$ cat config.mk
export PLATFORM = sky130hd
export DESIGN_NAME = uptick_timer
export DESIGN_NICKNAME = d
export VERILOG_FILES = /design/src/rtl/uptick_pkg.sv /design/src/rtl/posted_slot.sv /design/src/rtl/tick_prescaler.sv /design/src/rtl/count_core.sv /design/src/rtl/uptick_timer.sv
export SDC_FILE = /design/constraint.sdc
export NUM_CORES = 1
export LEC_CHECK = 0
export BUFFER_PORTS_ARGS = -buffer_cell sky130_fd_sc_hd__buf_2
export CAP_MARGIN = 20
export CORE_MARGIN = 1.5
export CORE_UTILIZATION = 40
export DETAILED_ROUTE_END_ITERATION = 12
export MAX_ROUTING_LAYER = met4
export PLACE_DENSITY_LB_ADDON = 0.15
export SYNTH_ARGS = -nofsm -noshare
export SYNTH_HDL_FRONTEND = slang
export SYNTH_SLANG_ARGS = --single-unit
$ cat constraint.sdc
create_clock -name clk -period 3.7 [get_ports clk]
set_input_delay 0.37 -clock clk [delete_from_list [all_inputs] [get_ports clk]]
set_output_delay 0.37 -clock clk [all_outputs]
set_load 0.1 [all_outputs]
$ cat src/rtl/uptick_pkg.sv
package uptick_pkg;
  localparam int NSLOT  = 5;
  localparam int SL_CTRL = 0;
  localparam int SL_CNT  = 1;
  localparam int SL_RLD  = 2;
  localparam int SL_TRG  = 3;
  localparam int SL_MAT  = 4;

  localparam logic [7:0] A_ID   = 8'h00;
  localparam logic [7:0] A_STAT = 8'h18;
  localparam logic [7:0] A_IEN  = 8'h1C;
  localparam logic [7:0] A_CTRL = 8'h24;
  localparam logic [7:0] A_CNT  = 8'h28;
  localparam logic [7:0] A_RLD  = 8'h2C;
  localparam logic [7:0] A_TRG  = 8'h30;
  localparam logic [7:0] A_PEND = 8'h34;
  localparam logic [7:0] A_MAT  = 8'h38;

  localparam int C_RUN   = 0;
  localparam int C_AUTO  = 1;
  localparam int C_PS_LO = 2;
  localparam int C_PS_HI = 4;
  localparam int C_PSEN  = 5;
  localparam int C_CMP   = 6;

  localparam int NEV    = 3;
  localparam int EV_MAT = 0;
  localparam int EV_OVF = 1;

  function automatic logic [7:0] slot_addr(input int s);
    case (s)
      SL_CTRL: return A_CTRL;
      SL_CNT:  return A_CNT;
      SL_RLD:  return A_RLD;
      SL_TRG:  return A_TRG;
      default: return A_MAT;
    endcase
  endfunction
endpackage

$ cat src/rtl/posted_slot.sv
module posted_slot #(
  parameter int W          = 32,
  parameter int POST_TICKS = 3
) (
  input  logic         clk,
  input  logic         rst,
  input  logic         tick_en,
  input  logic         wr_en,
  input  logic [W-1:0] wdata,
  output logic         pend,
  output logic         apply,
  output logic [W-1:0] value
);
  localparam int DLY_W = $clog2(POST_TICKS + 1);

  logic [DLY_W-1:0] left_q;

  assign apply = pend && tick_en && !wr_en && (left_q == DLY_W'(1));

  always_ff @(posedge clk) begin
    if (rst) begin
      pend   <= 1'b0;
      left_q <= '0;
      value  <= '0;
    end else if (wr_en) begin
      value  <= wdata;
      pend   <= 1'b1;
      left_q <= DLY_W'(POST_TICKS);
    end else if (pend && tick_en) begin
      if (left_q == DLY_W'(1)) pend <= 1'b0;
      else                     left_q <= left_q - DLY_W'(1);
    end
  end
endmodule

$ cat src/rtl/tick_prescaler.sv
module tick_prescaler #(
  parameter int PS_W = 3
) (
  input  logic            clk,
  input  logic            rst,
  input  logic            tick_en,
  input  logic            run,
  input  logic            ps_en,
  input  logic [PS_W-1:0] ps_val,
  input  logic            restart,
  output logic            fire
);
  localparam int DIV_W = 1 << PS_W;

  logic [DIV_W-1:0] pcnt_q, lim;

  assign lim  = {DIV_W{1'b1}} >> (DIV_W - 1 - int'(ps_val));
  assign fire = run && tick_en && (!ps_en || (pcnt_q == lim));

  always_ff @(posedge clk) begin
    if (rst || restart || !run)
      pcnt_q <= '0;
    else if (tick_en && ps_en)
      pcnt_q <= (pcnt_q == lim) ? '0 : pcnt_q + DIV_W'(1);
  end
endmodule

$ cat src/rtl/count_core.sv
module count_core #(
  parameter int W = 32
) (
  input  logic         clk,
  input  logic         rst,
  input  logic         adv,
  input  logic         autoreload,
  input  logic         cmp_en,
  input  logic [W-1:0] reload,
  input  logic [W-1:0] match_val,
  input  logic         load_en,
  input  logic [W-1:0] load_val,
  output logic [W-1:0] count,
  output logic         ovf_ev,
  output logic         mat_ev
);
  logic         at_top;
  logic [W-1:0] nxt;

  assign at_top = (count == {W{1'b1}});
  assign nxt    = at_top ? (autoreload ? reload : '0) : count + W'(1);
  assign ovf_ev = adv && !load_en && at_top;
  assign mat_ev = adv && !load_en && cmp_en && (nxt == match_val);

  always_ff @(posedge clk) begin
    if (rst)          count <= '0;
    else if (load_en) count <= load_val;
    else if (adv)     count <= nxt;
  end
endmodule

$ cat src/rtl/uptick_timer.sv
module uptick_timer
  import uptick_pkg::*;
#(
  parameter int         DATA_W     = 32,
  parameter int         ADDR_W     = 8,
  parameter int         POST_TICKS = 3,
  parameter logic [3:0] REV_MAJOR  = 4'd2,
  parameter logic [3:0] REV_MINOR  = 4'd1
) (
  input  logic              clk,
  input  logic              rst,
  input  logic              tick_en,
  input  logic              wr_en,
  input  logic              rd_en,
  input  logic [ADDR_W-1:0] addr,
  input  logic [DATA_W-1:0] wdata,
  output logic [DATA_W-1:0] rdata,
  output logic              irq
);
  localparam int PS_W = C_PS_HI - C_PS_LO + 1;

  logic [NSLOT-1:0]  pend, apply;
  logic [DATA_W-1:0] hold [NSLOT];
  logic [DATA_W-1:0] ctrl_q, reload_q, match_q, count_q, load_val, rd_mux;
  logic [NEV-1:0]    stat_q, ien_q, ev, clr;
  logic              load_en, adv, ovf_ev, mat_ev, stat_wr, ien_wr;

  for (genvar s = 0; s < NSLOT; s++) begin : g_slot
    logic hit;
    assign hit = wr_en && (addr == ADDR_W'(slot_addr(s)));
    posted_slot #(.W(DATA_W), .POST_TICKS(POST_TICKS)) u_post (
      .clk(clk), .rst(rst), .tick_en(tick_en), .wr_en(hit), .wdata(wdata),
      .pend(pend[s]), .apply(apply[s]), .value(hold[s])
    );
  end

  always_ff @(posedge clk) begin
    if (rst) begin
      ctrl_q   <= '0;
      reload_q <= '0;
      match_q  <= '0;
    end else begin
      if (apply[SL_CTRL]) ctrl_q   <= hold[SL_CTRL];
      if (apply[SL_RLD])  reload_q <= hold[SL_RLD];
      if (apply[SL_MAT])  match_q  <= hold[SL_MAT];
    end
  end

  assign load_en  = apply[SL_CNT] | apply[SL_TRG];
  assign load_val = apply[SL_CNT] ? hold[SL_CNT] : reload_q;

  tick_prescaler #(.PS_W(PS_W)) u_ps (
    .clk(clk), .rst(rst), .tick_en(tick_en), .run(ctrl_q[C_RUN]),
    .ps_en(ctrl_q[C_PSEN]), .ps_val(ctrl_q[C_PS_HI:C_PS_LO]),
    .restart(apply[SL_CTRL]), .fire(adv)
  );

  count_core #(.W(DATA_W)) u_core (
    .clk(clk), .rst(rst), .adv(adv), .autoreload(ctrl_q[C_AUTO]),
    .cmp_en(ctrl_q[C_CMP]), .reload(reload_q), .match_val(match_q),
    .load_en(load_en), .load_val(load_val), .count(count_q),
    .ovf_ev(ovf_ev), .mat_ev(mat_ev)
  );

  assign stat_wr = wr_en && (addr == ADDR_W'(A_STAT));
  assign ien_wr  = wr_en && (addr == ADDR_W'(A_IEN));
  assign clr     = stat_wr ? wdata[NEV-1:0] : '0;

  always_comb begin
    ev         = '0;
    ev[EV_OVF] = ovf_ev;
    ev[EV_MAT] = mat_ev;
  end

  always_comb begin
    case (addr)
      ADDR_W'(A_ID):   rd_mux = {{(DATA_W-8){1'b0}}, REV_MAJOR, REV_MINOR};
      ADDR_W'(A_STAT): rd_mux = DATA_W'(stat_q);
      ADDR_W'(A_IEN):  rd_mux = DATA_W'(ien_q);
      ADDR_W'(A_CTRL): rd_mux = ctrl_q;
      ADDR_W'(A_CNT):  rd_mux = count_q;
      ADDR_W'(A_RLD):  rd_mux = reload_q;
      ADDR_W'(A_TRG):  rd_mux = hold[SL_TRG];
      ADDR_W'(A_PEND): rd_mux = DATA_W'(pend);
      ADDR_W'(A_MAT):  rd_mux = match_q;
      default:         rd_mux = '0;
    endcase
  end

  always_ff @(posedge clk) begin
    if (rst) begin
      stat_q <= '0;
      ien_q  <= '0;
      irq    <= 1'b0;
      rdata  <= '0;
    end else begin
      stat_q <= (stat_q & ~clr) | ev;
      if (ien_wr) ien_q <= wdata[NEV-1:0];
      irq <= |(stat_q & ien_q);
      if (rd_en) rdata <= rd_mux;
    end
  end
endmodule

[Word level (Yosys, flattened, before mapping)]
Index checks and enable logic that the tools add are counted.
Operators by class
  multiplexer cells: 38
  equal/unequal tests: 21
  shift-type cells: 1
  reductions and logical operators: 63
  bitwise operators: 5
  add/sub/neg operators: 8
Operators with widths (number)
  case mux 32 bit (9 select lines): 1
  2-to-1 mux 32 bit: 5
  == test 8 x 6 -> 1 bit (second input constant): 6
  adder 32 x 1 -> 32 bit (second input constant): 1
  == test 32 bit: 1
  == test 32 bit (second input constant): 1
  right shift 8 x 32 -> 8 bit (first input constant): 1
  2-to-1 mux 2 bit: 15
  logical AND 1 bit: 29
  nonzero test 2 bit: 11
  AND reduction 2 bit: 10
  == test 8 x 5 -> 1 bit (second input constant): 2
  2-to-1 mux 1 bit: 15
  == test 2 x 1 -> 1 bit (second input constant): 5
  != test 2 x 1 -> 1 bit (second input constant): 5
  subtractor 2 x 1 -> 2 bit (second input constant): 5
  adder 8 x 1 -> 8 bit (second input constant): 1
  == test 8 bit: 1
  zero test 1 bit: 8
  zero test 8 bit: 1
  2-to-1 mux 8 bit: 1
  bitwise AND 3 bit: 2
  subtractor 3 x 3 -> 4 bit (first input constant): 1
  logical OR 1 bit: 3
  5 further kinds: 5
Storage, ports and cells
  logic and storage cells: 160
  output and inout bits: 33
  flip-flop bits (word level): 350

[Longest topological paths before layout]
  depth in word-level cells: 11
  gate-level depth with buffers: 12

[Cells and area by module]
Synthesis repeated with hierarchy kept, for this count alone.
Second synthesis, totals
  cells, all modules: 1810
  area total of the unflattened synthesis: 16938.7 um2
By module, submodules not included
  uptick_timer: area each 6597.6 um2, cells each 678, seq. area each 2702.6 um2, times used 1
  posted_slot: area each 1312.5 um2, cells each 118, seq. area each 700.7 um2, times used 5
  count_core: area each 3228.1 um2, cells each 470, seq. area each 640.6 um2, times used 1
  tick_prescaler: area each 550.5 um2, cells each 72, seq. area each 160.2 um2, times used 1

[Worst setup path before layout]
No wires, ideal clock.
  kind: reg-to-reg
  from: reg u_core.count[0]
  to: reg stat_q[0]
  required time: 3.616 ns
  cell stages (with the launch flop): 11
  setup slack: 0.561 ns
  library setup time: 0.084 ns
  arrival time: 3.055 ns
  clock period less this slack: 3.139 ns
  cell sequence: dfxtp_1 -> ha_1 -> nand3_1 -> nor4_4 -> nand4_1 -> mux2_2 -> xnor2_1 -> nor4_1 -> nand4_1 -> or4_1 -> o31ai_2
On the way
  longest elaborated chain between the ends: 5
  elaborated cells between the ends (all ways): 6
  classes of those cells: add/sub: 1; eq/ne: 2; mux: 1; bitwise: 1; reduce/logical: 1
Ends and longest elaborated chain
  start, declared: RTL line count_core.sv:13  | output logic [W-1:0] count,
  start signal, assigned: RTL line count_core.sv:27  | else if (load_en) count <= load_val;
  start signal, assigned: RTL line count_core.sv:28  | else if (adv) count <= nxt;
  adder 32 x 1 -> 32 bit / == test 32 bit (equally long branches): RTL line count_core.sv:21, count_core.sv:20
  2-to-1 mux 32 bit *: RTL line count_core.sv:21  | assign nxt = at_top ? (autoreload ? reload : '0) : count + W'(1);
  == test 32 bit *: RTL line count_core.sv:23  | assign mat_ev = adv && !load_en && cmp_en && (nxt == match_val);
  logical AND 1 bit *: RTL line count_core.sv:23
  OR 3 x 2 -> 3 bit *: RTL line uptick_timer.sv:97  | stat_q <= (stat_q & ~clr) | ev;
  end signal, assigned: RTL line uptick_timer.sv:97
  end, declared: RTL line uptick_timer.sv:25  | logic [NEV-1:0] stat_q, ien_q, ev, clr;
Mark *: on every way between the ends. The rest lies on a longest branch, timed or not.
A chain may end at the register's enable or synchronous reset.

[Final worst setup path]
Ends and elaborated chain as after synthesis.

==> impl_metrics.ini <==
[outcome]
outcome = completed

[final_layout]
regArea_mm2 = 0.00701
layout-area-overhead-vs-synth_pct = 15.3
final_util_pct = 46.7
n_antenna_cell = 0
nNetsFinal = 2038
multiInputGateArea_mm2 = 0.00755
fill_cells = 3810
drive_gt1_share_pct = 11.0

[logic_synthesis]
ys.flop_type = dfxtp_1
yosys_warnings = 0
seq_area_frac_synth_pct = 46.2
post-synth-top-count-cell = nand2_1
synth_top_area_cell = dfxtp_1
syn_area_mm2 = 0.0152
async_flop_share_pct = 0
syn-num-nets = 2014
syn_inst = 1962
synthAdderAreaFrac_pct = 0.577
muxShareOfSynthArea_pct = 1.04
netlist.area_leader.share_pct = 46.2
yosysUniqueCellTypes = 64
synth_compound_area_share_pct = 21.4
synth_top_family_by_area = simple AND/OR/NAND/NOR gates
yosys_register_bits = 350
syn_avg_cell_area_um2 = 7.73
ys_top_cells_by_area = dfxtp_1 46%, nand2_1 15%, a21oi_1 13%, a222oi_1 4.2%, clkbuf_1 3.6%
synthSimpleGateAreaFrac_pct = 22.6
synth_edf_count = 0
synth_xor_area_share_pct = 3.81
ys_top_cells_by_count = 610 x nand2_1, 379 x a21oi_1, 350 x dfxtp_1, 144 x clkbuf_1, 70 x nor2_1

[worst_setup_path]
worst_r2r_endpoint = stat_q[0]
crit_path_end_kind = flop
arrival_ns = 3.85
crit_path_top_delay_cell = or4_4
crit_required_ns = 4.17
r2r_setup_slack_ns = 0.32
worst-path-max-fanout = 6
cp_num_buf_inv = 1
crit_family = simple AND/OR/NAND/NOR gates
cp-start-kind = flop
r2r_cells = 11
criticalPathCategory = flop to flop
r2r-start = u_core.count[0]
cp_slowest_stage_delay_ns = 0.57
crit_chain = ha_1 -> nand3_2 -> buf_4 -> or4_4 -> a31oi_1 -> o21ai_0 -> a311oi_1 -> nor4b_2 -> nand4_1 -> or4_1 -> o31ai_2

[timing]
finalMaxSlewViolations = 0
setup_viol = 0
fin_crit_sh_pct = 91.2
rsz0062_at_grt = false
fmax_mhz = 296
slew-limit-headroom_pct = 25.1
finalClockSkew_ns = 0.0225
period_needed_ns = 3.38
final_hold_viol_count = 0
fin_setup_tns_ns = 0
tightest_slew_ns = 1.12

[clocking]
clkSlewWorstSetupHoldPaths_ns = 0.06
root_buffer = clkbuf_16
cts.sink_count = 350
numCtsBuffers = 40
hold_buffers = 0
clk_path_buf_depth = 3
h-tree-depth = 2
worstSkewPairLatency_ns = 0.56
cts_tree = done

[global_routing]
grtUsageMet3_pct = 4.45
grt_pass1_wl_um = 77900
track_usage_pct = 26.6
overflow = 0
antenna_found_initial = 0
grt_busiest_layer = met2
met1_usage_pct = 34.6
grt_pass1_vias = 13200
grt_max_degree = 175
grtUsageMet2_pct = 42.7

[place]
gp_congestion = 0.942
dp_hpwl_um = 33300
numPortBuffers = 77

[floorplanning]
placementRows = 71
dieHeight_um = 198
die_w_um = 198
initial_core_util_pct = 40.5
dieArea_mm2 = 0.0391
core_area_mm2 = 0.0375
pin_count = 78

[detailed_routing]
vias = 14100
initialDrtViolationCount = 1299
drtAntennaViolNets = 0
drc_errors = 0
post_drt_wl_per_cell_um = 20.0
drt_first_pass_iters = 7
drt_wl_total_um = 50400
vias_per_cell = 5.58

[power]
p_leak_nw = 5.82
p_total_w = 0.00805
powerDensity_mw_per_mm2 = 460
vdd_ir_drop_max_uv = 286

[hold_path]
hold_path.startpoint = wdata[4]
hp-class = input port to flop
holdPathStages = 3
min_to = g_slot[2].u_post.value[4]

[flow_run]
cap_viol_max_count = 0
## report_power, final
part | internal [W] | leakage, nW | switching [W]
combinational | 0.0000341 | 2.33 | 0.000130
clock | 0.00253 | 0.664 | 0.00158
sequential | 0.00377 | 2.82 | 0.00000149
## placed cells by master, fill, tap and decap left out, types with 7 or more instances in the layout
master,n
clkbuf_1,9
nand4_1,20
nand2b_1,7
nor3_1,12
xor2_1,29
xnor2_1,37
and2_1,8
buf_4,54
a21oi_1,379
ha_1,7
clkbuf_8,11
nor2_1,69
inv_1,22
o21ai_0,19
nand3_1,24
nor4_1,8
nand2_1,610
and3_1,12
a22oi_1,35
buf_2,76
clkbuf_16,41
mux2i_1,11
a222oi_1,63
a31oi_1,10
dfxtp_1,350
## tightest hold or removal path, cell delays in order
cell	delay [ns]
buf_2	0.13
nand2_1	0.06
a21oi_1	0.05
## through the flow
step           cells  hold WS [ns]  instance area, µm²  worst slack, ns
2_1_floorplan   1962         0.431               15200            0.561
3_3_place_gp    2454         0.435               16100            0.390
3_5_place_dp    2454         0.442               16100            0.274
4_1_cts         2524        0.0775               17500            0.234
5_1_grt         2525        0.0919               17500           0.0767
6_report        2525         0.103               17500            0.324
## cells by family after synthesis
logic type               count (synthesis)
AND/OR/NAND/NOR                        808
flip-flops                             350
buffers and inverters                  174
AO/OA/AOI/OAI                          542
XOR/XNOR                                66
adder cells (fa/ha/maj)                  7
multiplexers                            15
## metal layers
metal	up-vias	wire (µm)
met5	-	0
met1	6735	22800
met4	0	1070
li1	6822	-
met3	80	3120
met2	447	23500
## sequential cells by signal, summed over array words and instances (netlist names)
register              cells
ien_q                     3
reload_q                 32
g_slot.u_post.left_q     10
g_slot.u_post.pend        5
rdata                    32
ctrl_q                   32
u_core.count             32
match_q                  32
irq                       1
u_ps.pcnt_q               8
g_slot.u_post.value     160
stat_q                    3
## final cells by class
type	instances	area share (%)
multi-input cells	1438	43.1
flip-flops and latches	350	40.0
clock buffers	61	6.92
repair buffers	134	4.89
well taps	511	3.65
clock inverters	9	0.879
inverters	22	0.472
## worst max path at each step
stage                         start   endpoint  cells past startpoint
floorplan           u_core.count[0]  stat_q[0]                     10
global placement    u_core.count[0]  stat_q[0]                     11
detailed placement  u_core.count[0]  stat_q[0]                     11
CTS                 u_core.count[0]  stat_q[0]                     11
global route        u_core.count[0]  stat_q[0]                     11
finish              u_core.count[0]  stat_q[0]                     11
## repair_timing
action / in CTS / in global routing
gates resized for setup: 0 / 1
setup endpoints to repair: 0 / 1
setup buffers: 0 / 0
No activity file was read; power rests on OpenSTA's default activity.
